[src/rtl/baud_pkg.sv]
package baud_pkg;
  typedef enum logic {
    ENG_DIV = 1'b0,
    ENG_ACC = 1'b1
  } engine_e;
endpackage

[src/rtl/baud_div.sv]
module baud_div #(
  parameter int unsigned W = 16
) (
  input  logic         clk_i,
  input  logic         rst_ni,
  input  logic         en_i,
  input  logic [W-1:0] rate_i,
  output logic         tick_o
);
  logic [W-1:0] cnt_q;
  logic         last;

  // rate 0/1 collapse to every clock; >= guards a rate shrunk mid-count
  assign last = (rate_i <= W'(1)) || (cnt_q >= rate_i - W'(1));

  always_ff @(posedge clk_i or negedge rst_ni) begin
    if (!rst_ni) begin
      cnt_q  <= '0;
      tick_o <= 1'b0;
    end else if (!en_i) begin
      cnt_q  <= '0;
      tick_o <= 1'b0;
    end else if (last) begin
      cnt_q  <= '0;
      tick_o <= 1'b1;
    end else begin
      cnt_q  <= cnt_q + W'(1);
      tick_o <= 1'b0;
    end
  end

  a_r3_min_rate_every_clock: assert property (@(posedge clk_i) disable iff (!rst_ni)
    (en_i && rate_i <= W'(1)) |=> tick_o);

  a_r5_div_stop_clears: assert property (@(posedge clk_i) disable iff (!rst_ni)
    !en_i |=> (!tick_o && cnt_q == '0));

  a_r2_div_count_bounded: assert property (@(posedge clk_i) disable iff (!rst_ni)
    (en_i && $past(en_i) && rate_i >= W'(2) && $stable(rate_i)) |-> (cnt_q < rate_i));
endmodule

[src/rtl/baud_acc.sv]
module baud_acc #(
  parameter int unsigned W = 16
) (
  input  logic         clk_i,
  input  logic         rst_ni,
  input  logic         en_i,
  input  logic [W-1:0] rate_i,
  output logic         tick_o
);
  logic [W-1:0] acc_q;
  logic [W:0]   sum;

  assign sum = {1'b0, acc_q} + {1'b0, rate_i};

  always_ff @(posedge clk_i or negedge rst_ni) begin
    if (!rst_ni) begin
      acc_q  <= '0;
      tick_o <= 1'b0;
    end else if (!en_i) begin
      acc_q  <= '0;
      tick_o <= 1'b0;
    end else begin
      acc_q  <= sum[W-1:0];
      tick_o <= sum[W];
    end
  end

  a_r4_zero_rate_silent: assert property (@(posedge clk_i) disable iff (!rst_ni)
    (en_i && rate_i == '0) |=> !tick_o);

  a_r5_acc_stop_clears: assert property (@(posedge clk_i) disable iff (!rst_ni)
    !en_i |=> (!tick_o && acc_q == '0));
endmodule

[src/rtl/baud_presc.sv]
module baud_presc #(
  parameter int unsigned OSR = 16
) (
  input  logic clk_i,
  input  logic rst_ni,
  input  logic en_i,
  input  logic os_i,
  output logic bit_tick_o
);
  localparam int unsigned PW = (OSR > 1) ? $clog2(OSR) : 1;

  logic [PW-1:0] pc_q;

  always_ff @(posedge clk_i or negedge rst_ni) begin
    if (!rst_ni) begin
      pc_q       <= '0;
      bit_tick_o <= 1'b0;
    end else if (!en_i) begin
      pc_q       <= '0;
      bit_tick_o <= 1'b0;
    end else if (os_i) begin
      if (pc_q == PW'(OSR - 1)) begin
        pc_q       <= '0;
        bit_tick_o <= 1'b1;
      end else begin
        pc_q       <= pc_q + PW'(1);
        bit_tick_o <= 1'b0;
      end
    end else begin
      bit_tick_o <= 1'b0;
    end
  end

  a_r6_single_pulse: assert property (@(posedge clk_i) disable iff (!rst_ni)
    bit_tick_o |=> !bit_tick_o);

  a_r6_needs_os: assert property (@(posedge clk_i) disable iff (!rst_ni)
    $rose(bit_tick_o) |-> $past(os_i));
endmodule

[src/rtl/baud_gen_dual.sv]
module baud_gen_dual
  import baud_pkg::*;
#(
  parameter int unsigned RATE_W = 16,
  parameter int unsigned OSR    = 16
) (
  input  logic              clk_i,
  input  logic              rst_ni,
  input  logic              run_i,
  input  logic              frac_mode_i,
  input  logic [RATE_W-1:0] rate_i,
  output logic              os_tick_o,
  output logic              bit_tick_o
);
  engine_e eng;
  logic    div_en, acc_en, div_tick, acc_tick;

  assign eng    = engine_e'(frac_mode_i);
  assign div_en = run_i && (eng == ENG_DIV);
  assign acc_en = run_i && (eng == ENG_ACC);

  baud_div #(.W(RATE_W)) u_div (
    .clk_i (clk_i), .rst_ni (rst_ni), .en_i (div_en),
    .rate_i (rate_i), .tick_o (div_tick)
  );

  baud_acc #(.W(RATE_W)) u_acc (
    .clk_i (clk_i), .rst_ni (rst_ni), .en_i (acc_en),
    .rate_i (rate_i), .tick_o (acc_tick)
  );

  assign os_tick_o = (eng == ENG_ACC) ? acc_tick : div_tick;

  baud_presc #(.OSR(OSR)) u_presc (
    .clk_i (clk_i), .rst_ni (rst_ni), .en_i (run_i),
    .os_i (os_tick_o), .bit_tick_o (bit_tick_o)
  );

  a_r7_idle_engine_quiet: assert property (@(posedge clk_i) disable iff (!rst_ni)
    $onehot0({div_tick, acc_tick}) || (div_tick && acc_tick && 1'b0) || !(div_tick && acc_tick));

  a_r5_stopped_silent: assert property (@(posedge clk_i) disable iff (!rst_ni)
    !run_i |=> (!os_tick_o && !bit_tick_o));
endmodule

[config.mk]
export PLATFORM = sky130hd
export DESIGN_NAME = baud_gen_dual
export DESIGN_NICKNAME = d
export VERILOG_FILES = /design/src/rtl/baud_pkg.sv /design/src/rtl/baud_div.sv /design/src/rtl/baud_acc.sv /design/src/rtl/baud_presc.sv /design/src/rtl/baud_gen_dual.sv
export SDC_FILE = /design/constraint.sdc
export NUM_CORES = 1
export LEC_CHECK = 0
export ABC_CLOCK_PERIOD_IN_PS = 3310
export CAP_MARGIN = 40
export CORE_MARGIN = 2
export CORE_UTILIZATION = 45
export CTS_BUF_LIST = sky130_fd_sc_hd__clkbuf_2 sky130_fd_sc_hd__clkbuf_4 sky130_fd_sc_hd__clkbuf_8
export DETAILED_ROUTE_END_ITERATION = 6
export GPL_ROUTABILITY_DRIVEN = 0
export PLACE_DENSITY = 0.61
export SLEW_MARGIN = 40
export SYNTH_ARGS = -nofsm -noshare
export SYNTH_HDL_FRONTEND = slang
export SYNTH_SLANG_ARGS = --single-unit
[constraint.sdc]
create_clock -name clk_i -period 3.31 [get_ports clk_i]
set_clock_uncertainty 0.2 [all_clocks]
set_input_delay 0.8275 -clock clk_i [delete_from_list [all_inputs] [get_ports clk_i]]
set_output_delay 0.8275 -clock clk_i [all_outputs]
set_load 0.05 [all_outputs]
Word-level counts from Yosys, hierarchy flattened
Cells that the tools add are included.
{ "word_totals": {"latchBits": 0, "ramBits": 0, "ff_bits": 39, "elab_cells": 31, "output_inout_bits": 2, "rom_bits": 0, "memories": 0} }
{ "op_classes": {"bitwise": 1, "reduce_logical": 3, "addsub": 4, "div_mod_pow": 0, "magnitude_cmp": 2, "n_eq_ne": 2, "n_mux": 13, "multipliers": 0, "shifts": 0} }
{ "op_table": {"columns": ["cell", "n"], "rows": [
  ["$mux W16", 3],
  ["$add A16 B16 Y17", 1],
  ["$add A16 B1 Y16 const B", 1],
  ["$ge A16 B16 Y1", 1],
  ["$le A16 B1 Y1 const B", 1],
  ["$sub A16 B1 Y16 const B", 1],
  ["$mux W4", 3],
  ["$mux W1", 7],
  ["$add A4 B1 Y4 const B", 1],
  ["$eq A4 B4 Y1 const B", 1],
  ["$logic_and A1 B1 Y1", 2],
  ["$ne A2 B1 Y1 const B", 1],
  ["$logic_or A1 B1 Y1", 1],
  ["$not A1 Y1", 1]
]} }

Logic depth before layout (Yosys ltp)
{ "depth": {"ltp_word": 5, "mapped_depth": 12, "mapped_depth_nobuf": 11} }

Hierarchy
Synthesis repeated with hierarchy kept, for this count alone.
{ "unflattened": {"hier_cells": 347, "hier_area_um2": 3091.7} }
{ "by_module_without_submodules": {"columns": ["mod", "instances", "area_per_inst_um2", "cells_per_inst", "seq_area_each_um2"], "rows": [
  ["baud_div", 1, 1458.9, 169, 425.4],
  ["baud_acc", 1, 1360.1, 152, 425.4],
  ["baud_presc", 1, 241.5, 23, 125.1],
  ["baud_gen_dual", 1, 31.3, 3, 0.0]
]} }

Worst setup path after synthesis
Ideal clock, no wire load.
{ "synth_path": {"kind": "input-to-reg", "from": "in rate_i[3]", "to": "reg u_div.cnt_q[10]", "path_stages": 12, "arrival_time_ns": 3.520, "setup_slack_ns": -0.544, "setup_ns": 0.134, "cell_sequence": "or4_1 -> nor3_1 -> nand2_1 -> nor4_1 -> xnor2_1 -> ha_1 -> nand4_1 -> nor2_1 -> o2111ai_1 -> o221ai_1 -> clkbuf_1 -> nor3_1"} }
{ "synth_via": {"elab_chain_len": 5, "elab_cells_between_ends": 6, "classes_between": "1 x add/sub; 2 x order compare; 2 x mux; 1 x reduce/logical"} }
{ "synth_rtl": {"columns": ["element", "line_no", "rtl"], "rows": [
  ["from (decl)", "baud_gen_dual.sv:11", "input logic [RATE_W-1:0] rate_i,"],
  ["$sub A16 B1 Y16", "baud_div.sv:14", "assign last = (rate_i <= W'(1)) || (cnt_q >= rate_i - W'(1));"],
  ["$ge A16 B16 Y1", "baud_div.sv:14", null],
  ["$logic_or A1 B1 Y1 (*)", "baud_div.sv:14", null],
  ["$mux W16 (*)", "baud_div.sv:23", "end else if (last) begin"],
  ["$mux W16 (*)", "baud_div.sv:20", "end else if (!en_i) begin"],
  ["to (signal assigned)", "baud_div.sv:27", "cnt_q <= cnt_q + W'(1);"],
  ["to (decl)", "baud_div.sv:10", "logic [W-1:0] cnt_q;"]
]} }
Every way passes the cells marked *; elsewhere a longest branch is shown, timed or not.
A chain may end at the register's enable or synchronous reset.

Final worst setup path
{ "layout_path": {"from": "in rate_i[5]", "to": "reg u_div.tick_o"} }
{ "layout_via": {"elab_chain_len": 5, "elab_cells_between_ends": 6, "classes_between": "1 x add/sub; 2 x order compare; 2 x mux; 1 x reduce/logical"} }
{ "layout_rtl": {"columns": ["element", "line_no", "rtl"], "rows": [
  ["$sub A16 B1 Y16", "baud_div.sv:14", null],
  ["$ge A16 B16 Y1", "baud_div.sv:14", null],
  ["$logic_or A1 B1 Y1 (*)", "baud_div.sv:14", null],
  ["$mux W1 (*)", "baud_div.sv:23", null],
  ["$mux W1 (*)", "baud_div.sv:20", null],
  ["to (signal assigned)", "baud_div.sv:19", "tick_o <= 1'b0;"],
  ["to (signal assigned)", "baud_div.sv:22", "tick_o <= 1'b0;"],
  ["to (signal assigned)", "baud_div.sv:25", "tick_o <= 1'b1;"],
  ["to (decl)", "baud_div.sv:8", "output logic tick_o"]
]} }
Marked as above.

==> impl.org <==
** Yosys
- Netlist Area Pre-Place :: 0.00298 mm²
- Netlist cell types :: 51
- Combinational family with the most area after synthesis :: simple AND/OR/NAND/NOR gates
- The number of nets handed over by synthesis was 375.
- In the synthesized netlist the dominant register cell turns out to be dfrtp_1.
- During synthesis, Yosys emitted a total of 0 warnings.
- Yosys attributes the largest share of cell area to dfrtp_1 (33%), ha_1 (15%), xnor2_1 (6.8%).
- Synth Area in XOR/XNOR :: 10.3%
- Portion of the post-synthesis area used by sequential elements :: 32.8%
- Of the total synthesized cell area, the portion taken by AND, OR, NAND and NOR gates is 22.2%.
- The synthesized design contains 0 enable-type register cells.
- Post-synthesis compound-gate area fraction :: 13.8%
- After Yosys synthesis, full adders, half adders and majority gates account for 15.8% of the synthesized area.
- The cell count after synthesis came out at 318.
- Post-Synthesis Mean Instance Area :: 9.36 µm²
- Of the post-synthesis cell area, the part taken by muxes is 2.14%.
- Share of flip-flops with an asynchronous set or reset after synthesis :: 100%
- dfrtp_1 takes more of the synthesized area than any other cell.
- The share of synthesized area in the top cell type comes to 32.8%.
- Synth Register Bits :: 39

** Worst setup path
- Along the worst path, the maximum fanout reaches 7.
- The most numerous cell type found on the critical path is buf_6.
- In this run the worst setup path begins at rate_i[5].
- STA classifies the critical path endpoint as a flip-flop.
- Walking the worst path, the cells encountered are buf_6 -> or4_4 -> nor3_4 -> nand2_2 -> nor2_2 -> xnor2_1 -> ha_1 -> buf_4 -> nand4_1 -> inv_1 -> a221oi_4 -> o221ai_4 -> buf_6 -> o211a_1.
- Grouping stages by cell kind, the critical path spends the most delay in simple AND/OR/NAND/NOR gates.
- The worst setup path is launched from an input port.
- Delay of the slowest cell on the worst path :: 570 ps
- Number of cells traversed by the worst register-to-register path :: 7
- The worst register-to-register path has a setup slack of 790 ps.
- The number of buffers and inverters on the critical path is 4.
- In this run the critical register-to-register path is captured at u_div.tick_o$_DFF_PN0_.
- The worst register-to-register path begins at u_div.cnt_q[7]$_DFF_PN0_.
- Slowest cell on the critical path :: or4_4
- Start-to-end type of the worst setup path :: input port to flip-flop
- Data required time at the worst endpoint :: 3300 ps
- Arrival @ worst endpoint :: 3550 ps

** Drt
- After detailed routing, the average wire length per cell comes to 15.3 µm.
- Drt pass-1 iters :: 5
- In the routed design, unresolved DRC markers number 0.
- Across all layers, the routed design uses 2734 vias.
- Initial DRC count :: 110
- The final layout contains routed wiring with a total length of 7.53 mm.
- Via density per instance :: 5.57
- Detail Route Antenna Nets :: 0

** Die
- Starting Density :: 46.6%
- I/O pin cnt :: 22
- The die covers 0.00728 mm².
- The die is 85.3 µm tall.
- The total area inside the core boundary comes to 0.00639 mm².
- Width of the die :: 85.3 µm
- FP Rows :: 29

** Global route
- Met1 capacity usage during global routing :: 28.8%
- Number of antenna violations at the first check in global routing :: 0
- First-pass GRT wire length :: 12.7 mm
- Aggregate global routing overflow :: 0
- Global routing used 3.50% of the available met3 tracks.
- The number of global-route vias before repair is 2721.
- Entering global routing, the biggest net connects 40 pins.
- Top Usage Layer GRT :: met2
- Across every metal layer, demand over resource in global routing totals 22.0%.
- Global routing consumed, on the met2 layer, 37.9% of the routing resources.

** Placed design
- Detailed placement ended at an HPWL of 5.82 mm.
- The number of placed instances, taps included, is 478.
- IO buf count :: 21

** Power
- Switching power :: 353 µW
- The internal portion of the total power is 864 µW.
- Part of the total power dissipated in the clock network :: 30.8%
- Leak pwr :: 1.93 nW
- Peak supply drop :: 0.170 mV
- Power share of the combinational group :: 28.1%
- Fraction of power consumed by sequential logic :: 41.1%
- In this run switching power makes up 29.0% of total power.
- For this design the ratio of total power to cell area is 298 mW/mm².

** Run
- Maxcap violations :: 0

** CTS
- The later pin in the worst-skew pair is clocked with a latency of 300 ps.
- TritonCTS built the clock tree.
- Clock-pin slew was measured on the worst setup and hold paths at 80 ps.
- TritonCTS Buffers :: 5
- Number of hold buffers added after CTS :: 0
- No sink is reached through more buffers than the 2 on the longest clock path.
- Level count of the clock H-tree :: 2
- For this design, the sink count on the clock tree is 39.
- CTS placed an instance of clkbuf_8 at the clock tree root.

** Timing
- Final hold slack :: 307 ps
- For the pin with the worst max-slew slack, the measured transition is 522 ps.
- Setup slack of the critical path after layout :: -245 ps
- In this run the tightest slew margin relative to its limit is 65.2%.
- Final setup viols :: 17
- The number of max-slew violations in the final report came to 0.
- Unrepaired setup endpoints after global routing :: yes
- Share of the cycle needed by the critical path after routing :: 107%
- Number of hold violations in the final report :: 0
- Final Critical Period :: 3560 ps
- Final sum of negative setup slack :: -2840 ps
- For this run, the top clock speed supported by timing is 0.281 GHz.

** Final layout
- Area delta synth->final :: 37.4%
- Net count reported at finish :: 470
- Once layout is complete, the cells apart from fillers number 491.
- Of the cells placed in the final design, the portion with a size suffix greater than 1 is 31.2%.
- The number of antenna diodes in the final layout is 0.
- Commonest non-fill, non-tap cell in the layout :: buf_4
- Final core occ :: 64.0%
- Highest-count cells in the layout ignoring fill and taps :: buf_4 (72), dfrtp_1 (39), ha_1 (35), nor2_1 (26), xnor2_1 (22)

** Status
- The checks that failed: negative setup slack.
- The flow ran to the end, but the final reports show violations.

** Hold path
- Path category of the worst min-delay check :: input port to async pin
cells by family (layout without fill, tap and decap cells):
group,count (synthesis),after routing
flops,39,39
fa+ha+maj,37,37
mux,6,6
simple gates,124,124
buf+inv,17,113
xor+xnor,35,35
compound gates,60,60
synthesized netlist by cell type (2+ instances only):
cell type  count
a211oi_1       5
a21boi_0       3
a21o_1        11
a21oi_1       15
a221oi_1       3
and3_1         6
and4_1         4
clkbuf_1       4
dfrtp_1       39
ha_1          36
inv_1         10
mux2_2         3
mux2i_1        3
nand2_1       17
nand2b_1       2
nand3_1       16
nand4_1        5
nor2_1        29
nor2b_1        2
nor3_1        24
nor3b_1        3
nor4_1         4
o211ai_1       2
o21ai_0        7
o221ai_1       2
o31a_1         2
or2_2          3
or4_4          2
xnor2_1       23
xor2_1        12
final cells by class:
| class | instances | area [µm²] |
|---|---|---|
| multi-input combinational | 262 | 2110 |
| timing repair buffer | 95 | 766 |
| inverter | 10 | 37.5 |
| clock buffer | 8 | 104 |
| sequential | 39 | 976 |
| fill | 540 | 2300 |
| tap | 77 | 96.3 |
power groups by stage:
stage	combinational [mW]	clock (mW)	sequential, mW
floorplan	0.172	0	0.507
global placement	0.326	0	0.509
detailed placement	0.332	0	0.510
CTS	0.338	0.386	0.500
global route	0.383	0.405	0.502
finish	0.342	0.374	0.500
worst reg2reg max path: cells and delay by family (launching register included):
family	cells	cell delay, ps
AOI/OAI and AO/OA	4	1050
adders and majority gates	1	340
buffers and inverters	1	170
DFF	1	470
and+or+nand+nor	1	190
repair_timing:
item,CTS,global route
endpoints found under the setup margin,18,19
buffers inserted,3,1
resized for setup,56,10
pin swaps,29,3
cloned,1,0
state kept, by name (all words and copies together), names as in the netlist:
register            cells
u_acc.acc_q            16
u_div.cnt_q            16
u_presc.pc_q            4
u_acc.tick_o            1
u_div.tick_o            1
u_presc.bit_tick_o      1
routing by layer:
layer	part of all wire [%]	routed length (µm)	up-vias
met2	51	3880	32
met3	1.8	134	6
li1	-	-	1360
met4	1.0	78	0
met1	46	3450	1336
met5	0	0	-
stage by stage:
stage	cell area (µm²)	total power, mW	setup slack (ps)
after floorplan	3040	0.680	-243
after global placement	3810	0.836	-843
after detailed placement	3810	0.842	-888
after CTS	4030	1.22	-183
after global routing	4090	1.29	-374
final	4090	1.22	-245
worst max path at each step:
stage,endpoint,slack [ps],depth (start not counted)
3_5_place_dp,u_div.tick_o$_DFF_PN0_,-890,13
3_3_place_gp,u_div.tick_o$_DFF_PN0_,-840,13
6_report,u_div.tick_o$_DFF_PN0_,-250,14
4_1_cts,u_div.tick_o$_DFF_PN0_,-180,12
2_1_floorplan,u_div.cnt_q[10]$_DFF_PN0_,-240,12
5_1_grt,u_div.tick_o$_DFF_PN0_,-370,14
Power figures use the tool's default switching activity.
